**config.mk**
```make
export PLATFORM = sky130hd
export DESIGN_NAME = evt_irq_collect
export DESIGN_NICKNAME = d
export VERILOG_FILES = /design/src/rtl/evt_pkg.sv /design/src/rtl/evt_rst_sync.sv /design/src/rtl/evt_edge_bank.sv /design/src/rtl/evt_cause_reg.sv /design/src/rtl/evt_mask_reg.sv /design/src/rtl/evt_irq_collect.sv
export SDC_FILE = /design/constraint.sdc
export NUM_CORES = 1
export LEC_CHECK = 0
export ABC_AREA = 1
export BUFFER_PORTS_ARGS = -buffer_cell sky130_fd_sc_hd__buf_2
export CAP_MARGIN = 20
export CORE_ASPECT_RATIO = 0.9
export CORE_UTILIZATION = 48
export CTS_CLUSTER_SIZE = 8
export DETAILED_ROUTE_END_ITERATION = 12
export PLACE_DENSITY = 0.83
export RECOVER_POWER = 50
export REMOVE_ABC_BUFFERS = 1
export SYNTH_ARGS = -nofsm -noshare
export SYNTH_HDL_FRONTEND = slang
export SYNTH_SLANG_ARGS = --single-unit
```
**constraint.sdc**
```tcl
create_clock -name clk -period 1.9 [get_ports clk]
set_input_delay 0.19 -clock clk [delete_from_list [all_inputs] [get_ports clk]]
set_output_delay 0.19 -clock clk [all_outputs]
set_load 0.01 [all_outputs]
```
**src/rtl/evt_pkg.sv**
```systemverilog
package evt_pkg;
  localparam int STAT_W = 13;
  localparam int SYNC_STAGES = 2;
  // Bit positions shared by status, cause and mask words
  localparam int B_XFER_DONE   = 0;
  localparam int B_XFER_RDY    = 1;
  localparam int B_RF_RDY      = 2;
  localparam int B_WF_RDY      = 3;
  localparam int B_RF_EMPTY    = 4;
  localparam int B_RF_FULL     = 5;
  localparam int B_WF_EMPTY    = 6;
  localparam int B_WF_FULL     = 7;
  localparam int B_RF_UNDER    = 8;
  localparam int B_RF_OVER     = 9;
  localparam int B_WF_UNDER    = 10;
  localparam int B_WF_OVER     = 11;
  localparam int B_ADDR_NOCFG  = 12;
endpackage

```
**src/rtl/evt_rst_sync.sv**
```systemverilog
module evt_rst_sync #(
  parameter int STAGES = evt_pkg::SYNC_STAGES
) (
  input  logic clk,
  input  logic arst_n,
  output logic srst_n
);
  logic [STAGES-1:0] sync_q;
  logic [STAGES-1:0] sync_d;

  always_comb begin
    sync_d = {sync_q[STAGES-2:0], 1'b1};
  end

  always_ff @(posedge clk or negedge arst_n) begin
    if (!arst_n) sync_q <= '0;
    else         sync_q <= sync_d;
  end

  assign srst_n = sync_q[STAGES-1];
endmodule

```
**src/rtl/evt_edge_bank.sv**
```systemverilog
module evt_edge_bank #(
  parameter int W = evt_pkg::STAT_W
) (
  input  logic         clk,
  input  logic         rst_n,
  input  logic [W-1:0] lvl_i,
  output logic [W-1:0] rise_o
);
  logic armed_q, armed_d;
  logic [W-1:0] prev_q;

  // First cycle after reset only captures levels
  always_comb armed_d = 1'b1;

  always_ff @(posedge clk or negedge rst_n) begin
    if (!rst_n) armed_q <= 1'b0;
    else        armed_q <= armed_d;
  end

  for (genvar i = 0; i < W; i++) begin : g_bit
    logic prev_d;
    always_comb prev_d = lvl_i[i];

    always_ff @(posedge clk or negedge rst_n) begin
      if (!rst_n) prev_q[i] <= 1'b0;
      else        prev_q[i] <= prev_d;
    end

    assign rise_o[i] = armed_q & lvl_i[i] & ~prev_q[i];
  end
endmodule

```
**src/rtl/evt_cause_reg.sv**
```systemverilog
module evt_cause_reg #(
  parameter int W = evt_pkg::STAT_W
) (
  input  logic         clk,
  input  logic         rst_n,
  input  logic [W-1:0] rise_i,
  input  logic         clr_en_i,
  input  logic [W-1:0] clr_bits_i,
  output logic [W-1:0] cause_o
);
  logic [W-1:0] cause_q, cause_d, clr_vec;
  logic         cause_en;

  always_comb begin
    clr_vec  = clr_en_i ? clr_bits_i : '0;
    cause_en = clr_en_i | (|rise_i);
    // set has priority over clear
    cause_d  = (cause_q & ~clr_vec) | rise_i;
  end

  always_ff @(posedge clk or negedge rst_n) begin
    if (!rst_n)        cause_q <= '0;
    else if (cause_en) cause_q <= cause_d;
  end

  assign cause_o = cause_q;
endmodule

```
**src/rtl/evt_mask_reg.sv**
```systemverilog
module evt_mask_reg #(
  parameter int W = evt_pkg::STAT_W
) (
  input  logic         clk,
  input  logic         rst_n,
  input  logic         wr_en_i,
  input  logic [W-1:0] wr_data_i,
  output logic [W-1:0] mask_o
);
  logic [W-1:0] mask_q, mask_d;

  always_comb mask_d = wr_data_i;

  always_ff @(posedge clk or negedge rst_n) begin
    if (!rst_n)       mask_q <= '0;
    else if (wr_en_i) mask_q <= mask_d;
  end

  assign mask_o = mask_q;
endmodule

```
**src/rtl/evt_irq_collect.sv**
```systemverilog
module evt_irq_collect #(
  parameter int W = evt_pkg::STAT_W
) (
  input  logic         clk,
  input  logic         rst_n,
  input  logic [W-1:0] stat_lvl,
  input  logic         cause_wr_en,
  input  logic [W-1:0] cause_wr_data,
  input  logic         mask_wr_en,
  input  logic [W-1:0] mask_wr_data,
  output logic [W-1:0] cause_rd,
  output logic [W-1:0] mask_rd,
  output logic [W-1:0] stat_rd,
  output logic         irq
);
  logic         srst_n;
  logic [W-1:0] rise;

  evt_rst_sync u_rst (
    .clk    (clk),
    .arst_n (rst_n),
    .srst_n (srst_n)
  );

  evt_edge_bank #(.W(W)) u_edge (
    .clk    (clk),
    .rst_n  (srst_n),
    .lvl_i  (stat_lvl),
    .rise_o (rise)
  );

  evt_cause_reg #(.W(W)) u_cause (
    .clk        (clk),
    .rst_n      (srst_n),
    .rise_i     (rise),
    .clr_en_i   (cause_wr_en),
    .clr_bits_i (cause_wr_data),
    .cause_o    (cause_rd)
  );

  evt_mask_reg #(.W(W)) u_mask (
    .clk       (clk),
    .rst_n     (srst_n),
    .wr_en_i   (mask_wr_en),
    .wr_data_i (mask_wr_data),
    .mask_o    (mask_rd)
  );

  assign stat_rd = stat_lvl;
  assign irq     = |(cause_rd & mask_rd);
endmodule

```
==> report_table.html, run 1 <==
<table>
<tr><th>Metric</th><th>Value</th></tr>
<tr><th colspan="2">STA</th></tr>
<tr><td>Clock period minus worst slack</td><td>between 1 and 1.5 ns</td></tr>
<tr><td>Setup repair after global routing missed its margin</td><td>no</td></tr>
<tr><td>Max-slew headroom</td><td>between 40% and 50%</td></tr>
<tr><td>Final worst slack</td><td>between 0.5 and 0.6 ns</td></tr>
<tr><td>Max-slew violation total from the final report</td><td>0</td></tr>
<tr><td>Top achievable clock speed</td><td>721.0 MHz</td></tr>
<tr><td>Setup violations, final</td><td>0</td></tr>
<tr><td>Fin Setup TNS</td><td>0 ns</td></tr>
<tr><td>Final worst path period share</td><td>approximately 73%</td></tr>
<tr><td>Final hold viol count</td><td>0</td></tr>
<tr><td>Slew at the pin closest to its max-slew limit</td><td>between 0.8 and 0.9 ns</td></tr>
<tr><td>Worst Clk Skew</td><td>around 0.0044 ns</td></tr>
<tr><th colspan="2">Final layout</th></tr>
<tr><td>Diode count</td><td>0</td></tr>
<tr><td>Fraction of layout cells with a size suffix above 1</td><td>24.66%</td></tr>
<tr><td>Number of nets in the layout</td><td>265</td></tr>
<tr><td>Relative area change from synthesis to final layout</td><td>21.31%</td></tr>
<tr><th colspan="2">Synth</th></tr>
<tr><td>Ranking of synthesized cells by instance count</td><td>55 x sky130_fd_sc_hd__nand2_1, 42 x sky130_fd_sc_hd__dfrtp_1, 14 x sky130_fd_sc_hd__buf_4</td></tr>
<tr><td>Largest cells by area after synthesis</td><td>sky130_fd_sc_hd__dfrtp_1 63%, sky130_fd_sc_hd__nand2_1 12%, sky130_fd_sc_hd__mux2_4 9.0%</td></tr>
<tr><td>Cell type with the largest total area after synthesis</td><td>sky130_fd_sc_hd__dfrtp_1</td></tr>
<tr><td>Post-synthesis cell type count</td><td>12</td></tr>
<tr><td>Total standard cell area after synthesis</td><td>~1700 µm²</td></tr>
<tr><td>Yosys warnings</td><td>0</td></tr>
<tr><td>Syn Area/Cell</td><td>~11 µm²</td></tr>
<tr><td>Cell count after synthesis</td><td>147</td></tr>
<tr><td>Post-synthesis sequential area ratio</td><td>between 60% and 70%</td></tr>
<tr><td>Post-synth EDFFs</td><td>0</td></tr>
<tr><td>Leading cell type by number of instances after synthesis</td><td>sky130_fd_sc_hd__nand2_1</td></tr>
<tr><td>Leading register cell type out of synthesis</td><td>sky130_fd_sc_hd__dfrtp_1</td></tr>
<tr><td>Share of synthesized flip-flops with an asynchronous set or reset</td><td>100.0%</td></tr>
<tr><td>Share of Yosys cell area claimed by the top area cell type</td><td>a little over three fifths</td></tr>
<tr><td>Flop and latch count out of synthesis</td><td>42</td></tr>
<tr><th colspan="2">Power</th></tr>
<tr><td>Internal power component</td><td>approximately 0.0014 W</td></tr>
<tr><td>P_leak</td><td>just under 1 nW</td></tr>
<tr><td>Power density over cell area</td><td>about 900 nW/µm²</td></tr>
<tr><td>Net switching power figure</td><td>a little under 0.0005 W</td></tr>
<tr><td>Clock share of power</td><td>between 20% and 30%</td></tr>
<tr><td>Post-route total power</td><td>0.001840 W</td></tr>
<tr><td>Power share of the combinational group</td><td>~14%</td></tr>
<tr><td>Switching part of the total power</td><td>approximately a quarter</td></tr>
<tr><td>Largest vdd supply drop</td><td>0.0005486 V</td></tr>
<tr><td>Share of power burned in registers</td><td>56.7%</td></tr>
<tr><th colspan="2">Worst setup path</th></tr>
<tr><td>CP Data Required Time</td><td>1.71 ns</td></tr>
<tr><td>Setup slack of the most critical reg-to-reg path</td><td>around 0.87 ns</td></tr>
<tr><td>Maximum single-stage delay on the critical path</td><td>0.40 ns</td></tr>
<tr><td>Cell Chain, Critical Path</td><td>nand2_1 &gt; nand3_1 &gt; nor2_1 &gt; nand3_1 &gt; buf_2</td></tr>
<tr><td>Crit path max fanout</td><td>3</td></tr>
<tr><td>Reg2reg path depth</td><td>2</td></tr>
<tr><td>Element type at the critical path start</td><td>flip-flop</td></tr>
<tr><td>CP bufs+invs</td><td>1</td></tr>
<tr><td>Crit end category</td><td>primary output</td></tr>
<tr><td>Critical path depth</td><td>5</td></tr>
<tr><td>Endpoint of the most critical register-to-register path</td><td>u_cause.cause_o[1]</td></tr>
<tr><td>Data arrival time of the critical path</td><td>1.20 ns</td></tr>
<tr><td>Critical path's top delay family</td><td>flip-flops</td></tr>
<tr><td>Most numerous cell on the critical path</td><td>sky130_fd_sc_hd__nand3_1</td></tr>
<tr><td>Category of the critical setup timing path</td><td>flip-flop to primary output</td></tr>
<tr><td>Slowest cell on crit path</td><td>sky130_fd_sc_hd__dfrtp_1</td></tr>
<tr><td>Beginning of the worst register-to-register path</td><td>u_edge.armed_q</td></tr>
<tr><th colspan="2">Clock tree</th></tr>
<tr><td>Clock Sinks</td><td>42</td></tr>
<tr><td>Number of CTS-inserted buffers</td><td>5</td></tr>
<tr><td>Number of buffers added for setup after CTS</td><td>0</td></tr>
<tr><td>Clk slew on worst S/H paths</td><td>0.08 ns</td></tr>
<tr><td>Buffer levels on the longest clock path</td><td>2</td></tr>
<tr><td>Post-cts resize count</td><td>0</td></tr>
<tr><td>Clock tree root buffer cell</td><td>sky130_fd_sc_hd__clkbuf_8</td></tr>
<tr><td>Clock tree from TritonCTS</td><td>built</td></tr>
<tr><td>Number of H-tree levels</td><td>2</td></tr>
<tr><td>Clock latency on the worst-skew pair</td><td>0.28 ns</td></tr>
<tr><td>Number of hold buffers added after cts</td><td>1</td></tr>
<tr><th colspan="2">GRT</th></tr>
<tr><td>Global Route Usage Sum</td><td>just over 20%</td></tr>
<tr><td>Pin count of the biggest net entering global routing</td><td>41</td></tr>
<tr><td>Number of antenna violations at the first check in global routing</td><td>0</td></tr>
<tr><td>Via count of the first global-routing pass</td><td>1197</td></tr>
<tr><td>Total congestion overflow</td><td>0</td></tr>
<tr><td>Global-route wire length before repair</td><td>5457 µm</td></tr>
<tr><th colspan="2">Outcome</th></tr>
<tr><td>Run status</td><td>finished clean</td></tr>
<tr><th colspan="2">Place</th></tr>
<tr><td>Worst Setup Slack post-DPL</td><td>around 0.8 ns</td></tr>
<tr><td>Weighted congestion reported at the end of routability-driven placement</td><td>a little under 0.7</td></tr>
<tr><td>Port-buffer cells</td><td>82</td></tr>
<tr><td>Post-DP HPWL</td><td>between 2000 and 2500 µm</td></tr>
<tr><th colspan="2">Floorplanning</th></tr>
<tr><td>I/O pin count</td><td>83</td></tr>
<tr><td>X dimension of the die</td><td>64.02 µm</td></tr>
<tr><td>Effective utilization at floorplan</td><td>52.16%</td></tr>
<tr><td>Core Footprint</td><td>~3200 µm²</td></tr>
<tr><td>Area of the die</td><td>~3700 µm²</td></tr>
<tr><td>Cell row count</td><td>19</td></tr>
<tr><td>Vertical die dimension</td><td>about 58 µm</td></tr>
<tr><th colspan="2">Worst hold path</th></tr>
<tr><td>Cell depth of the worst min-delay path</td><td>1</td></tr>
<tr><td>Worst Hold Path EP</td><td>u_edge.prev_q[1]</td></tr>
<tr><td>Hold/Removal Path Class</td><td>input pin to flip-flop</td></tr>
<tr><td>Start point of the worst min-delay path</td><td>stat_lvl[1]</td></tr>
<tr><th colspan="2">Detailed routing</th></tr>
<tr><td>Total number of vias</td><td>between 1000 and 1500</td></tr>
<tr><td>Via density per instance</td><td>4.728</td></tr>
<tr><td>Iter 0 DRT Violations</td><td>28</td></tr>
<tr><td>Final routed wire length divided by cell count</td><td>~13 µm</td></tr>
<tr><td>DRC violation count after routing</td><td>0</td></tr>
<tr><td>Remaining number of nets flagged by the antenna check after routing</td><td>0</td></tr>
<tr><td>Final Routed Wirelength</td><td>around 3400 µm</td></tr>
<tr><td>First-pass iteration count of the detailed router</td><td>4</td></tr>
<tr><th colspan="2">Job</th></tr>
<tr><td>Max-cap violation count</td><td>0</td></tr>
</table>
[per-stage QoR]
| step | util, % | hold slack (ns) | cell area, µm² | std cells |
|---|---|---|---|---|
| after floorplan | - | -0.1056 | 1544 | 132 |
| after global placement | 63.04 | -0.02314 | 2008 | 256 |
| after detailed placement | 63.04 | -0.02479 | 2008 | 256 |
| after CTS | 65.87 | 0.01939 | 2098 | 265 |
| after global routing | 63.28 | 0.02495 | 2016 | 265 |
| final | 63.28 | 0.04044 | 2016 | 265 |
[area by class of cell]
cell class | instances | area [µm²]
Tap cell | 42 | 52.55
Clock buffer | 8 | 80.08
Fill cell | 295 | 1170
Multi-Input combinational cell | 89 | 451.7
Sequential cell | 42 | 1052
Timing Repair Buffer | 83 | 375.4
Inverter | 1 | 3.754
[per-layer routing]
| layer | up-vias | share of wire (%) | GRT usage [%] |
|---|---|---|---|
| li1 | 610 | - | - |
| met1 | 582 | 42 | 25.44 |
| met5 | - | 0 | 0 |
| met3 | 4 | 8.0 | 7.087 |
| met4 | 0 | 0.86 | 7.792 |
| met2 | 57 | 49 | 34.19 |
[registers in the layout, indices dropped and copies added (netlist names)]
signal and cells:
u_mask.mask_o 13, u_edge.armed_q 1, u_edge.prev_q 13, u_rst.sync_q 2
u_cause.cause_o 13
[how the worst max path moves through the flow]
| stage | from | end | slack, ns |
|---|---|---|---|
| after floorplan | u_rst.sync_q[1] | u_cause.cause_o[0] | 0.64 |
| after global placement | u_mask.mask_o[4] | irq | 0.82 |
| after detailed placement | u_mask.mask_o[4] | irq | 0.80 |
| after CTS | u_mask.mask_o[4] | irq | 0.48 |
| after global routing | u_cause.cause_o[6] | irq | 0.39 |
| final | u_cause.cause_o[6] | irq | 0.51 |
[cell families after synthesis]
group	synth area share [%]
flops	63.25
mux	11.07
buf+inv	7.530
compound gates	3.916
simple gates	14.01
other cells	0.2257
[cells in the final DEF (no fill, tap or decap), drive strengths merged]
cell and instances:
nand2 55, buf 46, clkbuf 44, dfrtp 42, o21ai 13, mux2 13, nand3 3, nor2 3
conb 2, inv 1, dlygate4sd3 1
[power groups by stage]
stage	registers [W]	clock network (W)	logic [W]
after floorplan	0.00108	0	0.000103
after global placement	0.00106	0	0.000297
after detailed placement	0.00106	0	0.000302
after CTS	0.00104	0.000551	0.000306
after global routing	0.00106	0.000590	0.000300
final	0.00104	0.000529	0.000267
Power figures use the tool's default switching activity.
==> run 2, diff against run 1 <==
--- a/config.mk
+++ b/config.mk
@@ -9,10 +9,10 @@
 export BUFFER_PORTS_ARGS = -buffer_cell sky130_fd_sc_hd__buf_2
 export CAP_MARGIN = 20
 export CORE_ASPECT_RATIO = 0.9
-export CORE_UTILIZATION = 48
+export CORE_UTILIZATION = 45
 export CTS_CLUSTER_SIZE = 8
 export DETAILED_ROUTE_END_ITERATION = 12
-export PLACE_DENSITY = 0.83
+export PLACE_DENSITY = 0.79
 export RECOVER_POWER = 50
 export REMOVE_ABC_BUFFERS = 1
 export SYNTH_ARGS = -nofsm -noshare
==> constraint.sdc (replaced) <==
create_clock -name clk -period 1.3 [get_ports clk]
set_input_delay 0.13 -clock clk [delete_from_list [all_inputs] [get_ports clk]]
set_output_delay 0.13 -clock clk [all_outputs]
set_load 0.01 [all_outputs]
==> run 2 against run 1 <==
Compared with the run above: the run now ends with setup timing left; non-clock buffer count increased by 23; first-iteration DRC count decreased by 3.6%; core utilization increased by 5.1 points; critical path type unchanged; critical endpoint unchanged.
==> report_table.html, run 2 (synthesis gave the netlist of run 1 again) <==
<table>
<tr><th>Metric</th><th>Value</th></tr>
<tr><th colspan="2">STA</th></tr>
<tr><td>Worst Clk Skew</td><td>0.005328 ns</td></tr>
<tr><td>Final worst path period share</td><td>100.3%</td></tr>
<tr><td>Clock period minus worst slack</td><td>roughly 1.3 ns</td></tr>
<tr><td>Top achievable clock speed</td><td>767.2 MHz</td></tr>
<tr><td>Final hold viol count</td><td>0</td></tr>
<tr><td>Setup repair after global routing missed its margin</td><td>yes</td></tr>
<tr><td>Setup violations, final</td><td>1</td></tr>
<tr><td>Max-slew violation total from the final report</td><td>0</td></tr>
<tr><td>Final worst slack</td><td>-0.003419 ns</td></tr>
<tr><td>Fin Setup TNS</td><td>-0.003419 ns</td></tr>
<tr><th colspan="2">Floorplanning</th></tr>
<tr><td>Cell row count</td><td>20</td></tr>
<tr><td>I/O pin count</td><td>83</td></tr>
<tr><td>Vertical die dimension</td><td>roughly 60 µm</td></tr>
<tr><td>X dimension of the die</td><td>66.05 µm</td></tr>
<tr><td>Area of the die</td><td>3940 µm²</td></tr>
<tr><td>Core Footprint</td><td>roughly 3500 µm²</td></tr>
<tr><td>Effective utilization at floorplan</td><td>about half</td></tr>
<tr><th colspan="2">Clock tree</th></tr>
<tr><td>Clock tree root buffer cell</td><td>sky130_fd_sc_hd__clkbuf_8</td></tr>
<tr><td>Number of CTS-inserted buffers</td><td>5</td></tr>
<tr><td>Clock tree from TritonCTS</td><td>built</td></tr>
<tr><td>Clk slew on worst S/H paths</td><td>roughly 0.08 ns</td></tr>
<tr><td>Clock latency on the worst-skew pair</td><td>0.29 ns</td></tr>
<tr><td>Buffer levels on the longest clock path</td><td>2</td></tr>
<tr><td>Number of H-tree levels</td><td>2</td></tr>
<tr><td>Clock Sinks</td><td>42</td></tr>
<tr><th colspan="2">GRT</th></tr>
<tr><td>Pin count of the biggest net entering global routing</td><td>34</td></tr>
<tr><td>Global Route Usage Sum</td><td>between 10% and 20%</td></tr>
<tr><td>Via count of the first global-routing pass</td><td>1213</td></tr>
<tr><td>Global-route wire length before repair</td><td>between 5000 and 6000 µm</td></tr>
<tr><td>Total congestion overflow</td><td>0</td></tr>
<tr><td>Number of antenna violations at the first check in global routing</td><td>0</td></tr>
<tr><th colspan="2">Final layout</th></tr>
<tr><td>Number of filler cells placed in the layout</td><td>roughly 290</td></tr>
<tr><td>Final cell utilization of the core</td><td>approximately two thirds</td></tr>
<tr><td>Diode count</td><td>0</td></tr>
<tr><td>Final Instance Count excl. Fillers</td><td>290</td></tr>
<tr><td>Relative area change from synthesis to final layout</td><td>42.02%</td></tr>
<tr><td>Fraction of layout cells with a size suffix above 1</td><td>41.46%</td></tr>
<tr><td>Number of nets in the layout</td><td>288</td></tr>
<tr><td>Highest-count cells in the layout ignoring fill and taps</td><td>68 x sky130_fd_sc_hd__buf_2, 53 x sky130_fd_sc_hd__nand2_1, 42 x sky130_fd_sc_hd__dfrtp_1, 14 x sky130_fd_sc_hd__dlygate4sd3_1, 14 x sky130_fd_sc_hd__clkbuf_1</td></tr>
<tr><td>Most common cell after layout, fill and taps aside</td><td>sky130_fd_sc_hd__buf_2</td></tr>
<tr><th colspan="2">Worst setup path</th></tr>
<tr><td>Element type at the critical path start</td><td>flip-flop</td></tr>
<tr><td>Crit end category</td><td>primary output</td></tr>
<tr><td>Slowest cell on crit path</td><td>sky130_fd_sc_hd__dfrtp_1</td></tr>
<tr><td>Data arrival time of the critical path</td><td>1.17 ns</td></tr>
<tr><td>CP bufs+invs</td><td>1</td></tr>
<tr><td>Setup slack of the most critical reg-to-reg path</td><td>approximately 0.33 ns</td></tr>
<tr><td>Crit path max fanout</td><td>3</td></tr>
<tr><td>Critical path's top delay family</td><td>flip-flops</td></tr>
<tr><td>Maximum single-stage delay on the critical path</td><td>just under 0.4 ns</td></tr>
<tr><td>Cell Chain, Critical Path</td><td>nand2_1 &gt; nand3_2 &gt; nor2_2 &gt; nand3_1 &gt; buf_2</td></tr>
<tr><td>CP Data Required Time</td><td>around 1.2 ns</td></tr>
<tr><td>Category of the critical setup timing path</td><td>flip-flop to primary output</td></tr>
<tr><th colspan="2">Place</th></tr>
<tr><td>Weighted congestion reported at the end of routability-driven placement</td><td>between 0.7 and 0.8</td></tr>
<tr><td>Placed Cells</td><td>~260</td></tr>
<tr><td>Post-DP HPWL</td><td>roughly 2400 µm</td></tr>
<tr><td>Port-buffer cells</td><td>between 80 and 90</td></tr>
<tr><th colspan="2">Power</th></tr>
<tr><td>Power density over cell area</td><td>between 1000 and 1500 nW/µm²</td></tr>
<tr><td>Largest vdd supply drop</td><td>about 0.001 V</td></tr>
<tr><td>P_leak</td><td>between 1 and 1.5 nW</td></tr>
<tr><th colspan="2">Detailed routing</th></tr>
<tr><td>DRC violation count after routing</td><td>0</td></tr>
<tr><td>Total number of vias</td><td>around 1300</td></tr>
<tr><td>First-pass iteration count of the detailed router</td><td>4</td></tr>
<tr><td>Via density per instance</td><td>4.645</td></tr>
<tr><td>Iter 0 DRT Violations</td><td>27</td></tr>
<tr><td>Final Routed Wirelength</td><td>3583 µm</td></tr>
<tr><td>Final routed wire length divided by cell count</td><td>~12 µm</td></tr>
<tr><td>Remaining number of nets flagged by the antenna check after routing</td><td>0</td></tr>
<tr><th colspan="2">Job</th></tr>
<tr><td>Max-cap violation count</td><td>0</td></tr>
<tr><th colspan="2">Outcome</th></tr>
<tr><td>Run status</td><td>complete, but fails checks</td></tr>
<tr><td>Failing checks</td><td>setup timing</td></tr>
<tr><th colspan="2">Worst hold path</th></tr>
<tr><td>Hold/Removal Path Class</td><td>input pin to flip-flop</td></tr>
</table>
-- run 2: through the flow --
step | setup WS [ns] | total power (W) | hold slack (ns) | area (µm²)
after floorplan | 0.04470 | 0.001729 | -0.1656 | 1544
after global placement | 0.3119 | 0.001989 | -0.08214 | 2031
after detailed placement | 0.2663 | 0.002000 | -0.07925 | 2031
after CTS | -0.04973 | 0.003294 | 0.05611 | 2351
after global routing | -0.08544 | 0.003434 | 0.05372 | 2360
final | -0.003419 | 0.003275 | 0.05741 | 2360
-- run 2: cell type report --
type / instances / area, µm² / area share (%)
sequential: 42 / 1051 / 44.54
timing repair buffer: 106 / 608.1 / 25.77
multi-input combinational: 89 / 499.2 / 21.16
clock buffer: 6 / 82.58 / 3.499
clock inverter: 2 / 60.06 / 2.545
tap: 44 / 55.05 / 2.333
inverter: 1 / 3.754 / 0.1591
-- run 2: layer usage --
layer  global-route usage (%)  up-vias  wire length (µm)
li1                         -      652                 -
met4                    6.383        0                38
met2                    33.24       54              1769
met5                        0        -                 0
met1                    21.14      637              1547
met3                    4.231        4               227
-- run 2: worst paths after layout --
| kind | start | endpoint | cells after the start |
|---|---|---|---|
| max | u_cause.cause_o[5] | irq | 5 |
| min | mask_wr_data[3] | u_mask.mask_o[3] | 2 |
| max reg2reg | u_edge.armed_q | u_cause.cause_o[9] | 2 |
| min reg2reg | u_rst.sync_q[1] | u_cause.cause_o[8] | 0 |
| max in group asynchronous | u_rst.sync_q[1] | u_mask.mask_o[9] | 1 |
| min in group asynchronous | u_rst.sync_q[1] | u_cause.cause_o[8] | 0 |
-- run 2: report_power, final --
part / switching, W / leakage (nW) / internal, W
clock network: 0.000412 / 0.0714 / 0.000818
logic: 0.000260 / 0.661 / 0.000282
registers: 0.0000811 / 0.499 / 0.00142
-- run 2: timing repair --
action / 4_1_cts / 5_1_grt
buffers inserted: 5 / 4
resized for setup: 0 / 5
endpoints found under the setup margin: 1 / 1
pin swaps: 2 / 6
hold buffers: 14 / 0
cloned: 0 / 0
hold endpoints to repair: 15 / 0
==> run 3, diff against run 2 <==
--- a/config.mk
+++ b/config.mk
@@ -13,7 +13,7 @@
 export CTS_CLUSTER_SIZE = 8
 export DETAILED_ROUTE_END_ITERATION = 12
 export PLACE_DENSITY = 0.79
-export RECOVER_POWER = 50
+export RECOVER_POWER = 25
 export REMOVE_ABC_BUFFERS = 1
 export SYNTH_ARGS = -nofsm -noshare
 export SYNTH_HDL_FRONTEND = slang
==> run 3 against run 2 <==
Compared with the run above: the flow still finishes with violations (setup timing); flip-flop and latch count stayed put; register-to-register slack hardly changed; clock skew hardly changed; combinational power is 2% higher.
==> report_table.html, run 3 (synthesis gave the netlist of run 1 again) <==
<table>
<tr><th>Metric</th><th>Value</th></tr>
<tr><th colspan="2">GRT</th></tr>
<tr><td>Via count of the first global-routing pass</td><td>1213</td></tr>
<tr><td>Number of antenna violations at the first check in global routing</td><td>0</td></tr>
<tr><td>Total congestion overflow</td><td>0</td></tr>
<tr><td>Pin count of the biggest net entering global routing</td><td>34</td></tr>
<tr><td>Global-route wire length before repair</td><td>between 5000 and 6000 µm</td></tr>
<tr><td>Global Route Usage Sum</td><td>between 10% and 20%</td></tr>
<tr><th colspan="2">Worst setup path</th></tr>
<tr><td>Crit path max fanout</td><td>3</td></tr>
<tr><td>Data arrival time of the critical path</td><td>1.17 ns</td></tr>
<tr><td>Reg2reg path depth</td><td>2</td></tr>
<tr><td>Beginning of the worst register-to-register path</td><td>u_edge.armed_q</td></tr>
<tr><td>Slowest cell on crit path</td><td>sky130_fd_sc_hd__dfrtp_1</td></tr>
<tr><td>Cell Chain, Critical Path</td><td>nand2_1 &gt; nand3_2 &gt; nor2_2 &gt; nand3_1 &gt; buf_2</td></tr>
<tr><td>Category of the critical setup timing path</td><td>flip-flop to primary output</td></tr>
<tr><td>Maximum single-stage delay on the critical path</td><td>between 0.3 and 0.4 ns</td></tr>
<tr><td>Setup slack of the most critical reg-to-reg path</td><td>between 0.3 and 0.4 ns</td></tr>
<tr><td>Crit end category</td><td>primary output</td></tr>
<tr><td>Endpoint of the most critical register-to-register path</td><td>u_cause.cause_o[9]</td></tr>
<tr><td>CP Data Required Time</td><td>between 1 and 1.5 ns</td></tr>
<tr><td>Element type at the critical path start</td><td>flip-flop</td></tr>
<tr><th colspan="2">Detailed routing</th></tr>
<tr><td>DRC violation count after routing</td><td>0</td></tr>
<tr><td>Total number of vias</td><td>approximately 1300</td></tr>
<tr><td>Via density per instance</td><td>~4.6</td></tr>
<tr><td>Final routed wire length divided by cell count</td><td>around 12 µm</td></tr>
<tr><td>First-pass iteration count of the detailed router</td><td>4</td></tr>
<tr><td>Final Routed Wirelength</td><td>between 3000 and 4000 µm</td></tr>
<tr><td>Iter 0 DRT Violations</td><td>36</td></tr>
<tr><td>Remaining number of nets flagged by the antenna check after routing</td><td>0</td></tr>
<tr><th colspan="2">Place</th></tr>
<tr><td>Post-DP HPWL</td><td>2447 µm</td></tr>
<tr><td>Area of placed instances</td><td>just over 2000 µm²</td></tr>
<tr><td>Port-buffer cells</td><td>82</td></tr>
<tr><td>Worst Setup Slack post-DPL</td><td>between 0.2 and 0.3 ns</td></tr>
<tr><td>Weighted congestion reported at the end of routability-driven placement</td><td>approximately 0.76</td></tr>
<tr><th colspan="2">Clock tree</th></tr>
<tr><td>Buffer levels on the longest clock path</td><td>2</td></tr>
<tr><td>Number of H-tree levels</td><td>2</td></tr>
<tr><td>Clock Sinks</td><td>42</td></tr>
<tr><td>Number of CTS-inserted buffers</td><td>5</td></tr>
<tr><td>Clock tree root buffer cell</td><td>sky130_fd_sc_hd__clkbuf_8</td></tr>
<tr><td>Clock tree from TritonCTS</td><td>built</td></tr>
<tr><td>Clk slew on worst S/H paths</td><td>~0.080 ns</td></tr>
<tr><td>Clock latency on the worst-skew pair</td><td>0.29 ns</td></tr>
<tr><th colspan="2">Outcome</th></tr>
<tr><td>Run status</td><td>complete, but fails checks</td></tr>
<tr><td>Failing checks</td><td>setup timing</td></tr>
<tr><th colspan="2">Final layout</th></tr>
<tr><td>Final cell utilization of the core</td><td>just under 70%</td></tr>
<tr><td>Highest-count cells in the layout ignoring fill and taps</td><td>81 x sky130_fd_sc_hd__buf_2, 53 x sky130_fd_sc_hd__nand2_1, 42 x sky130_fd_sc_hd__dfrtp_1, 14 x sky130_fd_sc_hd__dlygate4sd3_1, 13 x sky130_fd_sc_hd__o21ai_0</td></tr>
<tr><td>Most common cell after layout, fill and taps aside</td><td>sky130_fd_sc_hd__buf_2</td></tr>
<tr><td>Number of nets in the layout</td><td>around 290</td></tr>
<tr><td>Number of filler cells placed in the layout</td><td>275</td></tr>
<tr><td>Diode count</td><td>0</td></tr>
<tr><td>Design Area, Final</td><td>around 2400 µm²</td></tr>
<tr><td>Area of the multi-input gates</td><td>506.7 µm²</td></tr>
<tr><td>Area used by sequential logic in the layout</td><td>about 1100 µm²</td></tr>
<tr><td>Fraction of layout cells with a size suffix above 1</td><td>a little under half</td></tr>
<tr><td>Relative area change from synthesis to final layout</td><td>43.45%</td></tr>
<tr><th colspan="2">STA</th></tr>
<tr><td>Max-slew violation total from the final report</td><td>0</td></tr>
<tr><td>Final hold viol count</td><td>0</td></tr>
<tr><td>Worst Clk Skew</td><td>roughly 0.0058 ns</td></tr>
<tr><td>Fin Setup TNS</td><td>-0.001522 ns</td></tr>
<tr><td>Final worst slack</td><td>-0.001522 ns</td></tr>
<tr><td>Setup repair after global routing missed its margin</td><td>yes</td></tr>
<tr><td>Final worst path period share</td><td>100.1%</td></tr>
<tr><td>Top achievable clock speed</td><td>just under 800 MHz</td></tr>
<tr><td>Setup violations, final</td><td>1</td></tr>
<tr><td>Clock period minus worst slack</td><td>between 1 and 1.5 ns</td></tr>
<tr><th colspan="2">Worst hold path</th></tr>
<tr><td>Worst Hold Path EP</td><td>u_mask.mask_o[12]</td></tr>
<tr><td>Cell depth of the worst min-delay path</td><td>2</td></tr>
<tr><td>Hold/Removal Path Class</td><td>input pin to flip-flop</td></tr>
<tr><td>Start point of the worst min-delay path</td><td>mask_wr_data[12]</td></tr>
<tr><th colspan="2">Floorplanning</th></tr>
<tr><td>Area of the die</td><td>3940 µm²</td></tr>
<tr><td>Vertical die dimension</td><td>a little under 60 µm</td></tr>
<tr><td>Core Footprint</td><td>3453 µm²</td></tr>
<tr><td>X dimension of the die</td><td>around 66 µm</td></tr>
<tr><td>I/O pin count</td><td>between 80 and 90</td></tr>
<tr><td>Cell row count</td><td>20</td></tr>
<tr><td>Effective utilization at floorplan</td><td>between 40 and 50%</td></tr>
<tr><th colspan="2">Power</th></tr>
<tr><td>Post-route total power</td><td>0.003291 W</td></tr>
<tr><td>P_leak</td><td>about 1.3 nW</td></tr>
<tr><td>Largest vdd supply drop</td><td>around 0.001 V</td></tr>
<tr><td>Power density over cell area</td><td>1381 nW/µm²</td></tr>
<tr><th colspan="2">Job</th></tr>
<tr><td>Max-cap violation count</td><td>0</td></tr>
</table>
run 3: worst max path at each step:
| stage | end | depth (start not counted) | slack [ns] | from |
|---|---|---|---|---|
| 3_5_place_dp | irq | 5 | 0.27 | u_mask.mask_o[7] |
| 2_1_floorplan | u_cause.cause_o[0] | 0 | 0.04 | u_rst.sync_q[1] |
| 3_3_place_gp | u_mask.mask_o[0] | 2 | 0.31 | mask_wr_en |
| 5_1_grt | irq | 5 | -0.09 | u_cause.cause_o[5] |
| 4_1_cts | irq | 5 | -0.05 | u_cause.cause_o[9] |
| 6_report | irq | 5 | -0.002 | u_cause.cause_o[5] |
run 3: area by class of cell:
class	count	share of cell area [%]
Clock buffer	6	3.465
Multi-Input combinational cell	89	21.26
Timing Repair Buffer	106	26.19
Clock inverter	2	2.520
Tap cell	44	2.310
Sequential cell	42	44.09
Inverter	1	0.1575
run 3: power breakdown:
group	leakage [nW]	switching [W]	total, W	internal, W
Clock	0.0714	0.000416	0.00123	0.000818
Combinational	0.705	0.000260	0.000553	0.000293
Sequential	0.499	0.0000811	0.00150	0.00142
run 3: what timing repair did:
| item | in CTS | in global routing |
|---|---|---|
| endpoints found under the setup margin | 1 | 1 |
| endpoints found under the hold margin | 15 | 0 |
| resized for setup | 0 | 5 |
| hold buffers | 14 | 0 |
| setup buffers | 5 | 4 |
| pin swaps | 2 | 6 |
run 3: per-stage QoR:
stage               hold slack (ns)  std cells
floorplan                   -0.1656        132
global placement           -0.08214        259
detailed placement         -0.07925        259
CTS                         0.05611        286
global route                0.05332        290
finish                      0.06990        290
run 3: critical path, delay by kind of cell, from the launching register on:
family	cells	cell delay (ns)
buffers and inverters	1	0.14
DFF	1	0.39
and+or+nand+nor	4	0.34
run 3: routing by layer:
layer	GRT usage [%]	vias up	wire length (µm)
met4	6.383	0	38
met3	4.231	4	228
met5	0	-	0
met2	33.24	54	1764
li1	-	651	-
met1	21.14	633	1570
